$ cat src/rtl/tmds_symbol_encoder.sv
module tmds_symbol_encoder #(
  parameter int DATA_W = 8
) (
  input  logic              clk,
  input  logic              rst,
  input  logic [DATA_W-1:0] pix_byte,
  input  logic [1:0]        ctl,
  input  logic              vid_en,
  output logic [DATA_W+1:0] sym_out
);
  localparam int CNT_W  = $clog2(DATA_W + 1);
  localparam int TAL_W  = CNT_W + 1;
  localparam int HALF   = DATA_W / 2;

  logic [CNT_W-1:0]  n_in, n_qm;
  logic              use_xnor;
  logic [DATA_W:0]   qm;
  logic [TAL_W-1:0]  tally, tally_nx, diff, two_b8, two_nb8;
  logic [DATA_W+1:0] sym_nx, ctl_sym;
  logic              even_path, do_inv;

  always_comb begin
    n_in = '0;
    for (int i = 0; i < DATA_W; i++) n_in = n_in + CNT_W'(pix_byte[i]);
  end

  assign use_xnor = (n_in > CNT_W'(HALF)) || (n_in == CNT_W'(HALF) && !pix_byte[0]);

  always_comb begin
    logic [DATA_W:0] t;
    t = '0;
    t[0] = pix_byte[0];
    for (int i = 1; i < DATA_W; i++)
      t[i] = use_xnor ? ~(t[i-1] ^ pix_byte[i]) : (t[i-1] ^ pix_byte[i]);
    t[DATA_W] = ~use_xnor;
    qm = t;
  end

  always_comb begin
    n_qm = '0;
    for (int i = 0; i < DATA_W; i++) n_qm = n_qm + CNT_W'(qm[i]);
  end

  assign diff      = {n_qm, 1'b0} - TAL_W'(DATA_W);
  assign two_b8    = {{(TAL_W-2){1'b0}}, qm[DATA_W], 1'b0};
  assign two_nb8   = {{(TAL_W-2){1'b0}}, ~qm[DATA_W], 1'b0};
  assign even_path = (tally == '0) || (n_qm == CNT_W'(HALF));
  assign do_inv    = (!tally[TAL_W-1] && n_qm > CNT_W'(HALF)) ||
                     ( tally[TAL_W-1] && n_qm < CNT_W'(HALF));

  always_comb begin
    if (even_path) begin
      sym_nx   = {~qm[DATA_W], qm[DATA_W], qm[DATA_W] ? qm[DATA_W-1:0] : ~qm[DATA_W-1:0]};
      tally_nx = qm[DATA_W] ? tally + diff : tally - diff;
    end else if (do_inv) begin
      sym_nx   = {1'b1, qm[DATA_W], ~qm[DATA_W-1:0]};
      tally_nx = tally + two_b8 - diff;
    end else begin
      sym_nx   = {1'b0, qm[DATA_W], qm[DATA_W-1:0]};
      tally_nx = tally - two_nb8 + diff;
    end
  end

  always_comb begin
    case (ctl)
      2'b00:   ctl_sym = 10'b1101010100;
      2'b01:   ctl_sym = 10'b0010101011;
      2'b10:   ctl_sym = 10'b0101010100;
      default: ctl_sym = 10'b1010101011;
    endcase
  end

  always_ff @(posedge clk) begin
    if (rst) begin
      sym_out <= '0;
      tally   <= '0;
    end else if (!vid_en) begin
      sym_out <= ctl_sym;
      tally   <= '0;
    end else begin
      sym_out <= sym_nx;
      tally   <= tally_nx;
    end
  end

  function automatic logic [DATA_W-1:0] unpack(input logic [DATA_W+1:0] s);
    logic [DATA_W-1:0] q, d;
    q = s[DATA_W+1] ? ~s[DATA_W-1:0] : s[DATA_W-1:0];
    d[0] = q[0];
    for (int i = 1; i < DATA_W; i++)
      d[i] = s[DATA_W] ? (q[i] ^ q[i-1]) : ~(q[i] ^ q[i-1]);
    return d;
  endfunction

  a_r1_reset_clears: assert property (@(posedge clk)
    rst |=> (sym_out == '0 && tally == '0));

  a_r4_lossless: assert property (@(posedge clk) disable iff (rst)
    ($past(vid_en) && !$past(rst)) |-> unpack(sym_out) == $past(pix_byte));

  a_r5_even_path_flag: assert property (@(posedge clk) disable iff (rst)
    ($past(vid_en) && !$past(rst) && $past(tally) == '0) |-> sym_out[DATA_W+1] != sym_out[DATA_W]);

  a_r7_tally_bounds: assert property (@(posedge clk) disable iff (rst)
    ($signed(tally) >= -TAL_W'(10) && $signed(tally) <= TAL_W'(10) && !tally[0]));

  a_r8_blank_symbol: assert property (@(posedge clk) disable iff (rst)
    (!$past(vid_en) && !$past(rst)) |-> (tally == '0 && sym_out[0] == $past(ctl[0]) &&
                                         sym_out[DATA_W+1] == ~^$past(ctl)));
endmodule

$ cat config.mk
export PLATFORM = sky130hd
export DESIGN_NAME = tmds_symbol_encoder
export DESIGN_NICKNAME = d
export VERILOG_FILES = /design/src/rtl/tmds_symbol_encoder.sv
export SDC_FILE = /design/constraint.sdc
export NUM_CORES = 1
export LEC_CHECK = 0
export BUFFER_PORTS_ARGS = -buffer_cell sky130_fd_sc_hd__buf_2
export CAP_MARGIN = 5
export CORE_MARGIN = 3
export CORE_UTILIZATION = 50
export DETAILED_ROUTE_END_ITERATION = 10
export PLACE_DENSITY = 0.8
export SLEW_MARGIN = 25
export SYNTH_ARGS = -nofsm -noshare
export SYNTH_HDL_FRONTEND = slang
export SYNTH_SLANG_ARGS = --single-unit
$ cat constraint.sdc
create_clock -name clk -period 7.28 [get_ports clk]
set_input_delay 0.364 -clock clk [delete_from_list [all_inputs] [get_ports clk]]
set_output_delay 0.364 -clock clk [all_outputs]
set_load 0.03 [all_outputs]
Yosys cells after proc, flatten, opt, wreduce, memory -nomap -nowiden
Index checks and enable logic that the tools add are counted.
{"block": "totals", "reg_bits": 15, "input_bits": 13, "out_inout_bits": 10, "word_cells": 73}
{"block": "op_classes", "addsub": 21, "magnitude_cmp": 3, "n_eq_ne": 4, "muxes": 15, "bitwise": 17, "reduce_logical": 11}
{"op": "adder 4 x 1 -> 4 bit", "count": 8}
{"op": "2-to-1 mux 10 bit", "count": 3}
{"op": "one-hot mux 10 bit (3 select lines)", "count": 1}
{"op": "2-to-1 mux 5 bit", "count": 3}
{"op": "adder 5 bit", "count": 2}
{"op": "subtractor 5 bit", "count": 2}
{"op": "NOT 1 bit", "count": 9}
{"op": "adder 3 x 1 -> 4 bit", "count": 2}
{"op": "== test 4 x 3 -> 1 bit (second input constant)", "count": 2}
{"op": "> comparator 4 x 3 -> 1 bit (second input constant)", "count": 2}
{"op": "2-to-1 mux 8 bit", "count": 1}
{"op": "NOT 8 bit", "count": 1}
{"op": "2-to-1 mux 1 bit", "count": 7}
{"op": "XOR 1 bit", "count": 7}
{"op": "adder 2 x 1 -> 3 bit", "count": 2}
{"op": "adder 5 x 2 -> 5 bit", "count": 1}
{"op": "logical NOT 5 bit", "count": 1}
{"op": "subtractor 5 x 2 -> 5 bit", "count": 1}
{"op": "subtractor 5 x 4 -> 5 bit (second input constant)", "count": 1}
{"op": "adder 1 x 1 -> 2 bit", "count": 2}
{"op": "less-than comparator 4 x 3 -> 1 bit (second input constant)", "count": 1}
{"op": "logical AND 1 bit", "count": 3}
{"op": "logical OR 1 bit", "count": 3}
{"op": "== test 2 x 1 -> 1 bit (second input constant)", "count": 1}
{"op": "4 further kinds", "count": 5}

Longest topological paths before layout
{"block": "logic_depth", "ltp_word": 36, "depth_mapped": 28, "mapped_depth_nobuf": 28}

Worst setup path before layout
OpenSTA, ideal clock, no wires.
{"block": "synth_path", "path_kind": "input port to flip-flop", "from": "in pix_byte[0]", "to": "reg tally[4]", "setup_time_ns": 0.070, "arrival_ns": 7.580, "required_ns": 7.210, "slack_ns": -0.370, "stages": 28, "n_path_buf": 0, "cell_sequence": "inv_1 -> fa_1 -> fa_1 -> fa_1 -> inv_1 -> ha_1 -> fa_1 -> nor3b_1 -> o211ai_1 -> nand2_1 -> inv_2 -> xnor2_1 -> fa_1 -> inv_1 -> fa_1 -> fa_1 -> ha_1 -> inv_1 -> fa_1 -> ha_1 -> o21ai_0 -> ha_1 -> nor2b_1 -> o21ai_0 -> a21oi_1 -> o21ai_0 -> or3b_2 -> a21oi_1"}
{"block": "synth_via", "elab_chain_cells": 35, "elab_cells_between_ends": 58, "classes_between": "21 x add/sub; 3 x order compare; 2 x eq/ne; 10 x mux; 15 x bitwise; 7 x reduce/logical"}
{"element": "from (decl)", "line": "6", "source": "input logic [DATA_W-1:0] pix_byte,"}
{"element": "branches (longest 34 deep; another with adder 3 x 1 -> 4 bit)"}
{"element": "2-to-1 mux 5 bit (*)", "line": "52", "source": "if (even_path) begin"}
{"element": "to (signal assigned)", "line": "82", "source": "tally <= tally_nx;"}
{"element": "to (decl)", "line": "18", "source": "logic [TAL_W-1:0] tally, tally_nx, diff, two_b8, two_nb8;"}
Mark *: on every way between the ends.
A chain may end at the register's enable or synchronous reset.

Worst setup path in the final report
Same ends and word-level chain as after synthesis.

==> flow_metrics.py <==
metrics = {
    "global_route": {
        "grt_pass1_vias": 1445,
        "grt_first_pass_wirelength_um": 6480,
        "globalRoute.totalOverflow": 0,
        "grt_start_max_net_pins": 13,
        "grtUsageTotal": 0.195,
        "antenna_found_initial": 0,
    },
    "run": {
        "maxCapViolations": 0,
    },
    "routing": {
        "viasPerCell": 5.33,
        "drt-pass1-iter-count": 4,
        "ant_nets": 0,
        "wl_per_cell_um": 14.5,
        "wirelength_um": 4330,
        "num_vias": 1594,
        "drc": 0,
        "drtIter0Drc": 87,
    },
    "synthesis": {
        "ys_seq_area_frac": 0.157,
        "synth_compound_area_frac": 0.169,
        "synth_top_area_frac": 0.157,
        "synthMuxAreaShare": 0.0112,
        "synth_edf_count": 0,
        "synth_common_cells": "inv_1, ha_1, xnor2_1",
        "synth_fa_ha_area_frac": 0.311,
        "ys_seq_elements": 14,
        "synthArstFlopShare": 0,
        "synth_cells": 206,
        "synth_nets": 254,
        "yosys.cell_types.count": 46,
        "synth_flop_cell": "dfxtp_1",
        "synth.most_common_cell": "inv_1",
        "yosys.area_share.simple": 0.121,
        "yosysWarnings": 0,
        "yosys-top-cells-area": "dfxtp_1, ha_1, fa_1, xnor2_1, inv_1",
        "synth_top_family_by_area": "adder cells",
        "avgSynthCellArea_sq_um": 8.67,
        "netlist_area_sq_um": 1790,
        "synth_xor_area_frac": 0.150,
        "yosys.area.top_type": "dfxtp_1",
    },
    "die": {
        "die_x_um": 65.8,
        "dieHeight_um": 65.8,
        "ioPinCount": 23,
        "coreArea_sq_um": 3390,
        "die_area_sq_um": 4330,
        "start_util": 0.527,
        "rows": 21,
    },
    "final_layout": {
        "final-seq-area_sq_um": 280,
        "multi_input_area_sq_um": 1450,
        "diodes": 0,
        "utilization": 0.667,
        "drive_gt1_frac": 0.316,
        "layout.nets": 303,
        "fill_cells": 270,
        "stdcell_count": 299,
        "area_delta_synth_final_pct": 26.5,
    },
    "clock_network": {
        "clockBufferDepth": 2,
        "clk_pin_slew_worst_paths_ps": 70,
        "cts_max_level": 1,
        "cts_buffers": 3,
        "cts_tree": "done",
        "insertion_delay_ps": 270,
        "clkSinkCount": 14,
        "hold_buffers": 0,
        "root_buffer": "clkbuf_4",
    },
    "timing": {
        "slew_viol_final": 0,
        "post-route-min-period_ps": 7150,
        "rsz0062_at_grt": "true",
        "final-hold-violation-count": 0,
        "fmax_mhz": 140,
        "skew_ps": 1.31,
        "setup_viol": 0,
        "relSlewSlack": 0.675,
        "worst_slew_pin_slew_ps": 482,
        "final.period_utilization": 0.982,
    },
    "critical_path": {
        "cp_num_buf_inv": 6,
        "cp-end-kind": "register",
        "arrival_ps": 7350,
        "worstPathRequired_ps": 7480,
        "slowest_stage": "fa_1",
        "slowest_delay_ps": 570,
        "worstSetupPathType": "in -> reg",
        "critPathTopFamily": "adder cells",
        "crit_path_max_fanout": 3,
        "crit_path_frequent_cell": "fa_1",
        "startpoint_type": "input port",
    },
    "placed_design": {
        "gp_congestion": 0.857,
        "numPortBuffers": 22,
        "hpwl_um": 3340,
        "dp.cells": 289,
    },
    "outcome": {
        "status": "complete, no violations",
    },
    "worst_hold_path": {
        "min_path_type": "in -> reg",
    },
}
cell usage in the layout (no fill, tap or decap), drive strengths merged, types with 3 or more instances in the layout:
cell type / n
xor2: 7
o21ai: 11
buf: 49
a211oi: 4
or4: 3
nand2: 7
nor2: 9
nand3: 3
dfxtp: 14
a21o: 3
nand3b: 3
fa: 13
ha: 22
clkbuf: 3
nor4: 3
nor2b: 3
a21oi: 14
inv: 33
xnor2: 21
cells by family (layout without fill, tap and decap cells):
logic type | Yosys count | after routing
buffers and inverters | 38 | 85
AND/OR/NAND/NOR | 40 | 40
flip-flops | 14 | 14
adder cells (fa/ha/maj) | 37 | 37
multiplexers | 2 | 2
XOR/XNOR | 28 | 28
AO/OA/AOI/OAI | 47 | 47
flip-flops by register name (all words and copies together), names as in the netlist:
signal   count
sym_out     10
tally        4
final timing paths:
| path | startpoint | to | slack (ps) | depth (start not counted) |
|---|---|---|---|---|
| setup / recovery | pix_byte[0] | tally[4]$_SDFF_PP0_ | 130 | 29 |
| hold / removal | rst | sym_out[2]$_SDFF_PP0_ | 340 | 2 |
| setup reg to reg | tally[1]$_SDFF_PP0_ | tally[3]$_SDFF_PP0_ | 4870 | 8 |
| hold reg to reg | tally[1]$_SDFF_PP0_ | tally[1]$_SDFF_PP0_ | 810 | 3 |
cell type report:
cell class / instances / share of cell area
Timing Repair Buffer: 49 / 0.141
Tap cell: 46 / 0.0255
Inverter: 33 / 0.0570
Multi-Input combinational cell: 154 / 0.642
Sequential cell: 14 / 0.124
Clock buffer: 3 / 0.00997
what timing repair did:
action | 4_1_cts | 5_1_grt
gates resized for setup | 0 | 18
pin swaps | 5 | 18
setup endpoints to repair | 1 | 10
hold endpoints to repair | 0 | 0
setup buffers | 3 | 4
metal layers:
metal	part of all wire	GRT usage	wire length (um)	up-vias
li1	-	-	-	803
met1	0.41	0.251	1790	752
met2	0.54	0.339	2330	35
met3	0.041	0.0187	176	4
met4	0.0067	0.0648	29	0
met5	0	0	0	-
worst reg2reg max path: stages, from the launching register on:
cell     delay [ps]
dfxtp_1         360
inv_1           130
fa_1            690
inv_1           130
fa_2            430
xor2_1          150
a22oi_1          80
a22o_1          250
a21oi_1         120
per-stage QoR:
| stage | instance area (sq um) | hold WS [ps] | worst slack (ps) | setup TNS (ps) |
|---|---|---|---|---|
| 2_1_floorplan | 1840 | 433 | 16.7 | 0 |
| 3_3_place_gp | 2130 | 609 | -151 | -271 |
| 3_5_place_dp | 2130 | 609 | -296 | -1460 |
| 4_1_cts | 2180 | 315 | 23.4 | 0 |
| 5_1_grt | 2260 | 328 | -68.8 | -68.8 |
| 6_report | 2260 | 336 | 130 | 0 |
Power is left out: the tool's default activity adds up to more than one toggle a clock period on the data nets, which glitch-free logic cannot reach.
